File: config.mk
export PLATFORM = sky130hd
export DESIGN_NAME = ordered_merge
export DESIGN_NICKNAME = d
export VERILOG_FILES = /design/src/rtl/omerge_pkg.sv /design/src/rtl/omerge_fifo.sv /design/src/rtl/omerge_release.sv /design/src/rtl/ordered_merge.sv
export SDC_FILE = /design/constraint.sdc
export NUM_CORES = 1
export LEC_CHECK = 0
export ABC_AREA = 1
export BUFFER_PORTS_ARGS = -buffer_cell sky130_fd_sc_hd__buf_2
export CAP_MARGIN = 30
export CORE_MARGIN = 4
export CORE_UTILIZATION = 60
export DETAILED_ROUTE_END_ITERATION = 6
export HOLD_SLACK_MARGIN = 0.05
export PLACE_DENSITY = 0.82
export SETUP_SLACK_MARGIN = 0.4
export SYNTH_ARGS = -nofsm -noshare
export SYNTH_HDL_FRONTEND = slang
export SYNTH_SLANG_ARGS = --single-unit
File: constraint.sdc
create_clock -name clk -period 3.8 [get_ports clk]
set_input_delay 0.76 -clock clk [delete_from_list [all_inputs] [get_ports clk]]
set_output_delay 0.76 -clock clk [all_outputs]
set_load 0.02 [all_outputs]
File: src/rtl/omerge_pkg.sv
package omerge_pkg;
    localparam int NUM_ENG = 4;
    localparam int ENG_IDW = 2;

    typedef logic [ENG_IDW-1:0] eng_id_t;

    typedef enum logic {
        ST_IDLE,
        ST_HOLD
    } rel_state_t;
endpackage

File: src/rtl/omerge_fifo.sv
module omerge_fifo #(
    parameter int W  = 8,
    parameter int AW = 2
) (
    input  logic         clk,
    input  logic         rst,
    input  logic         wr_en,
    input  logic [W-1:0] wr_data,
    input  logic         rd_en,
    output logic [W-1:0] rd_data,
    output logic         empty,
    output logic         full
);
    localparam int          DEPTH    = 1 << AW;
    localparam logic [AW:0] FULL_CNT = (AW+1)'(DEPTH);

    logic [W-1:0]  mem [DEPTH];
    logic [AW-1:0] wr_ptr;
    logic [AW-1:0] rd_ptr;
    logic [AW:0]   occ;
    logic          do_wr;
    logic          do_rd;

    assign do_wr = wr_en && !full;
    assign do_rd = rd_en && !empty;

    // pointer and occupancy state
    always_ff @(posedge clk) begin
        if (rst) begin
            wr_ptr <= '0;
            rd_ptr <= '0;
            occ    <= '0;
        end else begin
            if (do_wr) wr_ptr <= wr_ptr + 1'b1;
            if (do_rd) rd_ptr <= rd_ptr + 1'b1;
            unique case ({do_wr, do_rd})
                2'b10:   occ <= occ + 1'b1;
                2'b01:   occ <= occ - 1'b1;
                default: occ <= occ;
            endcase
        end
    end

    // storage array, no reset needed
    always_ff @(posedge clk) begin
        if (do_wr) mem[wr_ptr] <= wr_data;
    end

    assign rd_data = mem[rd_ptr];
    assign empty   = (occ == '0);
    assign full    = (occ == FULL_CNT);
endmodule

File: src/rtl/omerge_release.sv
module omerge_release
    import omerge_pkg::*;
#(
    parameter int DATA_W = 16
) (
    input  logic                          clk,
    input  logic                          rst,
    input  logic                          order_empty,
    input  eng_id_t                       head_eng,
    input  logic [NUM_ENG-1:0]            res_empty,
    input  logic [NUM_ENG*(DATA_W+1)-1:0] res_word,
    input  logic                          out_ready,
    output logic                          pop,
    output logic                          out_valid,
    output logic [DATA_W-1:0]             out_data,
    output logic                          out_last
);
    localparam int WW = DATA_W + 1;

    rel_state_t    state;
    rel_state_t    state_nx;
    logic          cand;
    logic [WW-1:0] head_word;
    logic [WW-1:0] hold_word;

    assign head_word = res_word[head_eng*WW +: WW];
    assign cand      = !order_empty && !res_empty[head_eng];

    // next state and pop decision
    always_comb begin
        state_nx = state;
        pop      = 1'b0;
        unique case (state)
            ST_IDLE: begin
                if (cand) begin
                    pop      = 1'b1;
                    state_nx = ST_HOLD;
                end
            end
            ST_HOLD: begin
                if (out_ready) begin
                    if (cand) begin
                        pop      = 1'b1;
                        state_nx = ST_HOLD;
                    end else begin
                        state_nx = ST_IDLE;
                    end
                end
            end
            default: state_nx = ST_IDLE;
        endcase
    end

    // state register
    always_ff @(posedge clk) begin
        if (rst) state <= ST_IDLE;
        else     state <= state_nx;
    end

    // output stage register
    always_ff @(posedge clk) begin
        if (rst)      hold_word <= '0;
        else if (pop) hold_word <= head_word;
    end

    assign out_valid = (state == ST_HOLD);
    assign out_data  = hold_word[DATA_W-1:0];
    assign out_last  = hold_word[DATA_W];
endmodule

File: src/rtl/ordered_merge.sv
module ordered_merge
    import omerge_pkg::*;
#(
    parameter int DATA_W   = 16,
    parameter int ORDER_AW = 4,
    parameter int RES_AW   = 2
) (
    input  logic                        clk,
    input  logic                        rst,
    input  logic                        disp_valid,
    output logic                        disp_ready,
    input  logic [ENG_IDW-1:0]          disp_eng,
    input  logic [NUM_ENG-1:0]          eng_valid,
    output logic [NUM_ENG-1:0]          eng_ready,
    input  logic [NUM_ENG*DATA_W-1:0]   eng_data,
    input  logic [NUM_ENG-1:0]          eng_last,
    output logic                        out_valid,
    input  logic                        out_ready,
    output logic [DATA_W-1:0]           out_data,
    output logic                        out_last
);
    localparam int WW = DATA_W + 1;

    logic                     order_full;
    logic                     order_empty;
    eng_id_t                  head_eng;
    logic                     pop;
    logic [NUM_ENG-1:0]       res_empty;
    logic [NUM_ENG-1:0]       res_full;
    logic [NUM_ENG*WW-1:0]    res_word;

    assign disp_ready = !order_full;

    omerge_fifo #(
        .W  (ENG_IDW),
        .AW (ORDER_AW)
    ) u_order (
        .clk     (clk),
        .rst     (rst),
        .wr_en   (disp_valid && disp_ready),
        .wr_data (disp_eng),
        .rd_en   (pop),
        .rd_data (head_eng),
        .empty   (order_empty),
        .full    (order_full)
    );

    for (genvar e = 0; e < NUM_ENG; e++) begin : g_eng
        logic pop_e;
        assign pop_e        = pop && (head_eng == ENG_IDW'(e));
        assign eng_ready[e] = !res_full[e];

        omerge_fifo #(
            .W  (WW),
            .AW (RES_AW)
        ) u_res (
            .clk     (clk),
            .rst     (rst),
            .wr_en   (eng_valid[e] && eng_ready[e]),
            .wr_data ({eng_last[e], eng_data[e*DATA_W +: DATA_W]}),
            .rd_en   (pop_e),
            .rd_data (res_word[e*WW +: WW]),
            .empty   (res_empty[e]),
            .full    (res_full[e])
        );
    end

    omerge_release #(
        .DATA_W (DATA_W)
    ) u_rel (
        .clk         (clk),
        .rst         (rst),
        .order_empty (order_empty),
        .head_eng    (head_eng),
        .res_empty   (res_empty),
        .res_word    (res_word),
        .out_ready   (out_ready),
        .pop         (pop),
        .out_valid   (out_valid),
        .out_data    (out_data),
        .out_last    (out_last)
    );
endmodule

* Yosys cells after proc, flatten, opt, wreduce, memory -nomap -nowiden *
Memories as Yosys holds them, arrays and structs flattened. A register that Yosys moved wholly into a read port is not among the register bits.
Index checks and enable logic that the tools add are counted.
W data, S select, Z words.

word-level totals
  bits in registers = 59
  latch bits = 0
  bits in writable memories = 304
  ROM bits = 0
  bits of input ports = 78
  output and inout bits = 23
  logic and storage cells = 138
  memories kept = 5

memories
  memory              depth  width  rd ports  clocked after memory_dff  wr ports  RTL line           text
  g_eng[0].u_res.mem  4      17     1         1                         1         omerge_fifo.sv:17  logic [W-1:0] mem [DEPTH];
  g_eng[1].u_res.mem  4      17     1         1                         1         omerge_fifo.sv:17
  g_eng[2].u_res.mem  4      17     1         1                         1         omerge_fifo.sv:17
  g_eng[3].u_res.mem  4      17     1         1                         1         omerge_fifo.sv:17
  u_order.mem         16     2      1         1                         1         omerge_fifo.sv:17

cells by class
  add/sub/neg operators = 20
  $mul = 1
  divide/modulo/power cells = 0
  $lt $le $gt $ge = 1
  equal/unequal tests = 18
  shift operators = 1
  multiplexer cells = 32
  bitwise operators = 1
  reductions and logical operators = 42

operators with widths
  operator               count
  $shiftx A68 B8 Y17     1
  $pmux W3 S2            4
  $logic_and A1 B1 Y1    20
  $add A2 B1 Y2 const B  8
  $mux W2                8
  $eq A2 B2 Y1 const B   7
  $mux W1                14
  $add A3 B1 Y3 const B  4
  $eq A2 B1 Y1 const B   6
  $eq A3 B3 Y1 const B   4
  $logic_not A3 Y1       4
  $sub A3 B1 Y3 const B  4
  $logic_not A1 Y1       11
  $pmux W5 S2            1
  $reduce_bool A2 Y1     5
  $add A4 B1 Y4 const B  2
  $mux W4                2
  $mul A2 B5 Y7 const B  1
  $add A5 B1 Y5 const B  1
  $eq A5 B5 Y1 const B   1
  $logic_not A5 Y1       1
  $sub A5 B1 Y5 const B  1
  $pmux W1 S2            2
  $lt A2 B3 Y1 const B   1
  3 further kinds        3

* Logic depth before layout (Yosys ltp) *
Gate-level depths: netlist (run 1).

  depth after elaboration = 12
  mapped depth = 27
  gate-level depth less buffers = 25

* Modules after synthesis *
From an unflattened synthesis (run 1), not the netlist that was laid out.

second synthesis, totals
  cell total of the unflattened synthesis = 1,407
  area total of the unflattened synthesis = 15,992.8 µm²

by module, submodules not included
  module                            times used  cells each  area an instance (µm²)  sequential area each (µm²)
  omerge_fifo (g_eng[0].u_res ...)  4           234         3,083.0                 2,222.1
  omerge_fifo (u_order)             1           229         2,306.0                 1,301.2
  omerge_release                    1           219         1,268.7                 360.3
  ordered_merge                     1           23          86.3                    0.0

* Worst setup path before layout (run 1) *
No wires, ideal clock.

  path type = reg-to-reg
  start point = reg with a tool-made name
  end point = reg u_order.occ[4]
  library setup time = 0.120 ns
  arrival time = 2.919 ns
  data required time = 3.680 ns
  slack = 0.762 ns
  stages on the path, launching flop included = 28
  path buffers = 3
  clock period less this slack = 3.038 ns
  cell sequence = dfxtp_1 buf_6 inv_4 buf_6 nand2_1 nand3_1 nand3_1 nand3_1 nand2_2 nor2_1 nand2_1 nand2_1 nor2_4 nand2_2 buf_6 inv_2 ha_1 xor2_1 ha_1 a21o_1 nand2_1 nand2_1 a21oi_1 inv_1 o21ai_0 a21oi_1 o21ai_0 a21oi_1

RTL lines
  item                  RTL line           text
  end signal, assigned  omerge_fifo.sv:37  2'b10: occ <= occ + 1'b1;
  end signal, assigned  omerge_fifo.sv:38  2'b01: occ <= occ - 1'b1;
  end, declared         omerge_fifo.sv:20  logic [AW:0] occ;

==> flow_summary.yaml, run 1 <==
sta:
  worst_pin_slew_ns: 1.02
  rsz0062_at_grt: "no"
  fin_skew_ns: 0.0278
  slew_headroom: 0.319
  fmax_ghz: 0.320
  setup_viol: 0
  slew_viol_final: 0
  setup_tns_ns: 0
  min_period_over_period: 0.823
  hold_viol: 0
  fin_ws_ns: 0.673
  min_period_ns: 3.13
critical_path:
  worstPathRequired_ns: 4.24
  end_kind: "flip-flop"
  cp_max_fo: 8
  cp-start-kind: "flip-flop"
  cp.arrival_ns: 3.57
  worstSetupPathType: "flip-flop to flip-flop"
synth:
  synthCells: 1346
  synth_xor_area_frac: 0.00575
  synthAdderAreaFrac: 0.0291
  synth-simple-area-share: 0.121
  synth_nets: 1457
  yosysWarnings: 0
  ys_seq_area_frac: 0.693
  synth_compound_area_frac: 0.104
  synthTopCellsByArea: "edfxtp_1 60%, dfxtp_1 9.3%, nor2_1 5.8%"
  avgSynthCellArea_um2: 11.3
  yosysTopAreaCell: "edfxtp_1"
  ys_types: 29
  syn-cell-area_um2: 15200
  synth_top_area_share: 0.599
  synth_seq_cells: 375
  yosys-mux-area-fraction: 0
  synth_top_family_by_area: "simple AND/OR/NAND/NOR gates"
cells_and_area:
  areaGrowthSynthToFinish_pct: 13.8
  final_nets: 1569
  drive_above_1_share: 0.133
  layout_common_cells: "304 x edfxtp_1, 236 x nor2_1, 165 x o21ai_0"
  final_common_cell: "edfxtp_1"
  nFillCells: 1754
clocking:
  htree_levels: 2
  clk_path_buf_depth: 3
  cts_tree: "built"
  numCtsBuffers: 37
  clk_pin_slew_ns: 0.06
  cts.sinks: 375
  cts-root-buf: "clkbuf_16"
  clk_latency_ns: 0.53
floorplan:
  die_h_um: 167
  ios: 101
  die_x_um: 167
  rows: 58
  core_um2: 25100
  start_util: 0.607
  dieArea_um2: 28000
global_route:
  grtUsageMet3: 0.0479
  first_global_vias: 10200
  grt_max_degree: 38
  grt.overflow.total: 0
  grt_use_total: 0.234
  top_usage_layer: "met2"
  grt_util_met2: 0.399
  antenna_found_initial: 3
  grt_use_met1: 0.308
  grt_pass1_wl_um: 52400
detailed_routing:
  via_per_inst: 5.75
  drc_errors: 0
  ant_nets: 0
  first_pass_iters: 5
  drt_iter0_drc: 1073
  vias: 10400
  routed_wl_um: 33600
  wire_per_inst_um: 18.5
power_and_ir_drop:
  vdd_drop_max_mv: 0.622
  power_density_nw_per_um2: 719
  leakage_uw: 0.00663
place:
  io_buffers: 100
  post-dp-hpwl_um: 21100
  place_congestion: 0.828
  place_ws_ns: 0.308
run_status:
  status: "completed"
flow_run:
  drv_cap: 0
worst_hold_path:
  min_path_type: "input pin to flip-flop"
## registers in the layout (all words and copies together) (netlist names), named ones only
signal              cells
g_eng.u_res.mem       272
u_order.mem            32
u_rel.hold_word        17
g_eng.u_res.occ        12
g_eng.u_res.rd_ptr      8
g_eng.u_res.wr_ptr      8
u_order.occ             5
u_order.rd_ptr          4
u_order.wr_ptr          4
u_rel.out_valid         1
## layout make-up
cell class / instances / area (um2) / area share
flip-flops and latches: 375 / 10600 / 0.609
multi-input cells: 792 / 3960 / 0.228
clock buffers: 50 / 1060 / 0.0610
repair buffers: 133 / 761 / 0.0439
inverters: 119 / 452 / 0.0260
well taps: 330 / 413 / 0.0238
clock inverters: 16 / 138 / 0.00794
diodes: 1 / 2.50 / 0.000144
## metrics by stage
| stage | instances | power (uW) | area, um2 | hold WS (ns) | utilization |
|---|---|---|---|---|---|
| after CTS | 1811 | 12400 | 17300 | 0.428 | 0.688 |
| after global placement | 1745 | 8700 | 16100 | 0.454 | 0.641 |
| after detailed placement | 1745 | 8860 | 16100 | 0.464 | 0.641 |
| after floorplan | 1346 | 7820 | 15200 | 0.443 | - |
| after global routing | 1816 | 13200 | 17300 | 0.433 | 0.691 |
| final | 1816 | 12500 | 17300 | 0.447 | 0.691 |
## cell usage after synthesis
cell and instances:
o221ai_1 1, inv_1 115, dfxtp_1 71, inv_2 3
o21ai_1 1, nand2_2 3, xnor2_1 1, nand4_1 9
nor2_1 236, buf_6 5, inv_4 1, nor2_4 1
buf_4 1, fa_1 4, ha_1 29, nand3_1 60
clkbuf_1 44, edfxtp_1 304, nand2_1 145, o22ai_1 68
buf_2 6, a21oi_1 37, nor4_1 1, a21o_1 1
a22oi_1 17, nor3_1 4, buf_1 4, o21ai_0 165
xor2_1 9
## logic make-up after synthesis
| group | count (synthesis) |
|---|---|
| compound gates | 290 |
| xor+xnor | 10 |
| fa+ha+maj | 33 |
| buf+inv | 179 |
| flops | 375 |
| simple gates | 459 |
## report_power, final
| group | switching [uW] | internal (uW) | total (uW) |
|---|---|---|---|
| clock | 1480 | 2090 | 3570 |
| sequential | 234 | 4930 | 5170 |
| combinational | 2600 | 1140 | 3740 |
## layer usage
metal	share of wire	wire length, um	vias to the layer above
met4	0.027	922	2
met5	0.00039	13	-
li1	-	-	4913
met2	0.50	16800	474
met3	0.085	2850	76
met1	0.39	13000	4979
## timing repair
action,CTS,global route
setup buffers,0,4
hold buffers,0,0
gates cloned,0,0
setup endpoints to repair,3,5
hold endpoints to repair,0,0
resized for setup,1,4
## worst max-delay path, cell delays in order, from the launching register on
cell and delay (ns):
dfxtp_4 0.42, buf_4 0.14, nand2_1 0.04, nand2_1 0.06
nand2_1 0.05, nand3_1 0.08, nand3_1 0.08, nand2_2 0.13
inv_2 0.05, nand3_1 0.06, nand3_1 0.13, nor2_4 0.13
nand2_2 0.07, inv_2 0.09, ha_2 0.24, xor2_1 0.21
ha_1 0.20, a21o_1 0.12, nand2_1 0.07, nand2_1 0.07
a21oi_1 0.05, inv_1 0.06, o21ai_0 0.08, a21oi_1 0.17
o21ai_0 0.09, a21oi_1 0.15
## final timing paths
check	start	endpoint	slack (ns)	cells past startpoint
worst max-delay path	flip-flop	u_order.occ[4]	0.67	25
worst min-delay path	eng_data[59]	g_eng[3].u_res.mem[0][11]	0.45	1
worst max register to register	flip-flop	u_order.occ[4]	0.67	25
worst min register to register	u_order.occ[4]	u_order.occ[4]	0.48	1
Power figures use the tool's default switching activity.
==> run 2: changes to the inputs <==
Settings changed: ABC_AREA 1 to 0, CORE_UTILIZATION 60 to 54, PLACE_DENSITY 0.82 to 0.78.
Clock period 3.8 ns to 2.7 ns, I/O delays scaled along.
==> flow_summary.yaml, run 2 <==
run_status:
  status: "finished with violations"
  violations: "setup timing"
critical_path:
  cp.arrival_ns: 3.72
  cp-start-kind: "flip-flop"
  cp_max_fo: 7
  worstPathRequired_ns: 3.16
  worstSetupPathType: "flip-flop to flip-flop"
  end_kind: "flip-flop"
  rr_worst_depth: 14
clocking:
  cts.sinks: 375
  cts-root-buf: "clkbuf_16"
  cts_hold_buf: 0
  clk_path_buf_depth: 3
  clk_pin_slew_ns: 0.06
  clk_latency_ns: 0.53
  numCtsBuffers: 38
  htree_levels: 2
  cts_tree: "built"
global_route:
  first_global_vias: 8433
  grt_pass1_wl_um: 48000
  antenna_found_initial: 3
  grt_use_total: 0.204
  grt_max_degree: 29
  grt.overflow.total: 0
synth:
  synth_edf_count: 304
  synth_nets: 984
  ys_seq_area_frac: 0.699
  avgSynthCellArea_um2: 17.3
  syn-cell-area_um2: 15100
  synth_top_area_share: 0.605
  ys_types: 43
  synth_seq_cells: 375
  synthCells: 873
  yosys-top-cells-count: "304 x edfxtp_1, 76 x nor2_1, 74 x mux2i_1, 74 x mux4_2, 71 x dfxtp_1"
  synth-async-reset-ratio: 0
  synthTopCellsByArea: "edfxtp_1 61%, mux4_2 11%, dfxtp_1 9.4%"
  synth_ff_type: "edfxtp_1"
  yosysTopAreaCell: "edfxtp_1"
  synth.most_common_cell: "edfxtp_1"
  yosysWarnings: 0
cells_and_area:
  areaGrowthSynthToFinish_pct: 24.3
  largestRegisters: "g_eng.u_res.mem x272, u_order.mem x32, u_rel.hold_word x17"
  nFillCells: 1644
  layout_common_cells: "304 x edfxtp_1, 100 x buf_2, 74 x mux4_2"
  regMostFlops: "g_eng.u_res.mem"
  final_nets: 1187
  fin_util: 0.688
  drive_above_1_share: 0.379
  largest_reg_flops: 272
  final_common_cell: "edfxtp_1"
  fin_area_um2: 18800
floorplan:
  core_um2: 27300
  die_h_um: 175
  start_util: 0.554
  die_x_um: 175
  dieArea_um2: 30700
  rows: 60
  ios: 101
detailed_routing:
  drt_iter0_drc: 788
  ant_nets: 0
  first_pass_iters: 5
  wire_per_inst_um: 22.5
  vias: 8408
  routed_wl_um: 33300
  drc_errors: 0
  via_per_inst: 5.69
power_and_ir_drop:
  vdd_drop_max_mv: 0.665
  leakage_uw: 0.00660
  power_density_nw_per_um2: 954
sta:
  min_period_over_period: 1.21
  slew_viol_final: 0
  slew_headroom: 0.560
  fin_skew_ns: 0.0217
  fin_ws_ns: -0.560
  whs_ns: 0.227
  min_period_ns: 3.26
  hold_viol: 0
  rsz0062_at_grt: "yes"
  worst_pin_slew_ns: 0.657
  fmax_ghz: 0.307
  setup_viol: 21
worst_hold_path:
  min_path_type: "input pin to flip-flop"
  holdPathStages: 1
place:
  place_congestion: 0.808
  io_buffers: 100
  post-dp-hpwl_um: 19400
  placed_cell_area_um2: 16500
flow_run:
  drv_cap: 0
==> run 2: cell count changes after synthesis, sizes merged, moves of 65 or more <==
cell / before / now
nand2: 148 / 26
nor2: 237 / 76
mux4: 0 / 74
mux2i: 0 / 74
o21ai: 166 / 8
o22ai: 68 / 3
inv: 119 / 31
==> run 2: final timing paths <==
check / startpoint / endpoint / slack [ns]
worst min register to register: u_rel.hold_word[11] / u_rel.hold_word[11] / 0.49
worst max-delay path: flip-flop / u_order.occ[4] / -0.56
worst max register to register: flip-flop / u_order.occ[4] / -0.56
worst min-delay path: eng_data[40] / g_eng[2].u_res.mem[2][8] / 0.23
==> run 2: cell families (layout without fill, tap and decap cells) <==
kind of cell	Yosys count	after routing	share of synthesized area
and+or+nand+nor	171	171	0.0548
adders and majority gates	33	33	0.0294
buffers and inverters	72	303	0.0212
AOI/OAI and AO/OA	43	43	0.0175
other	0	2	0
xor gates and xnor gates	29	29	0.0168
DFF	375	375	0.699
muxes	150	150	0.161
==> run 2: through the flow <==
step | setup slack, ns | setup TNS, ns | power, uW | instances
5_1_grt | -0.738 | -7.23 | 18600 | 1478
4_1_cts | -0.434 | -2.46 | 17200 | 1465
2_1_floorplan | -0.693 | -2.71 | 10000 | 873
3_3_place_gp | -0.430 | -2.56 | 11200 | 1379
3_5_place_dp | -0.489 | -3.50 | 11300 | 1379
6_report | -0.560 | -4.02 | 17900 | 1478
==> run 2: final cells by class <==
cell class              instances  area (um2)  area share
flip-flops and latches        375       10600       0.563
multi-input cells             426        4810       0.256
repair buffers                204        1590      0.0850
clock buffers                  53        1050      0.0560
well taps                     372         465      0.0248
clock inverters                15         156     0.00834
inverters                      31         116     0.00620
diodes                          2        5.00    0.000267
==> run 2: report_power, final <==
part | switching, uW | internal [uW] | leakage, uW
combinational | 2850 | 2770 | 0.00264
clock | 2140 | 2930 | 0.000590
sequential | 346 | 6860 | 0.00337
==> run 2: worst max-delay path, cell delays in order, from the launching register on <==
cell and delay [ns]:
dfxtp_4 0.42, mux4_2 0.53, mux2_4 0.32, nor2_2 0.11
a311o_1 0.22, o22ai_4 0.12, ha_4 0.18, xor2_2 0.15
ha_4 0.17, o21ai_1 0.16, a21oi_1 0.09, a21oi_1 0.18
xor2_1 0.10, or3_1 0.33, a21oi_2 0.11
==> run 2: what timing repair did <==
action / 4_1_cts / 5_1_grt
hold endpoints to repair: 0 / 0
endpoints found under the setup margin: 54 / 56
resized for setup: 70 / 70
buffers inserted: 12 / 10
pin swaps: 23 / 27
gates cloned: 6 / 1
==> run 2: routing by layer <==
metal  GRT usage  vias to the layer above  share of wire
li1            -                     3779              -
met1       0.280                     4250           0.40
met2       0.340                      322           0.51
met3      0.0387                       55          0.068
met4      0.0563                        2          0.022
met5           0                        -        0.00021
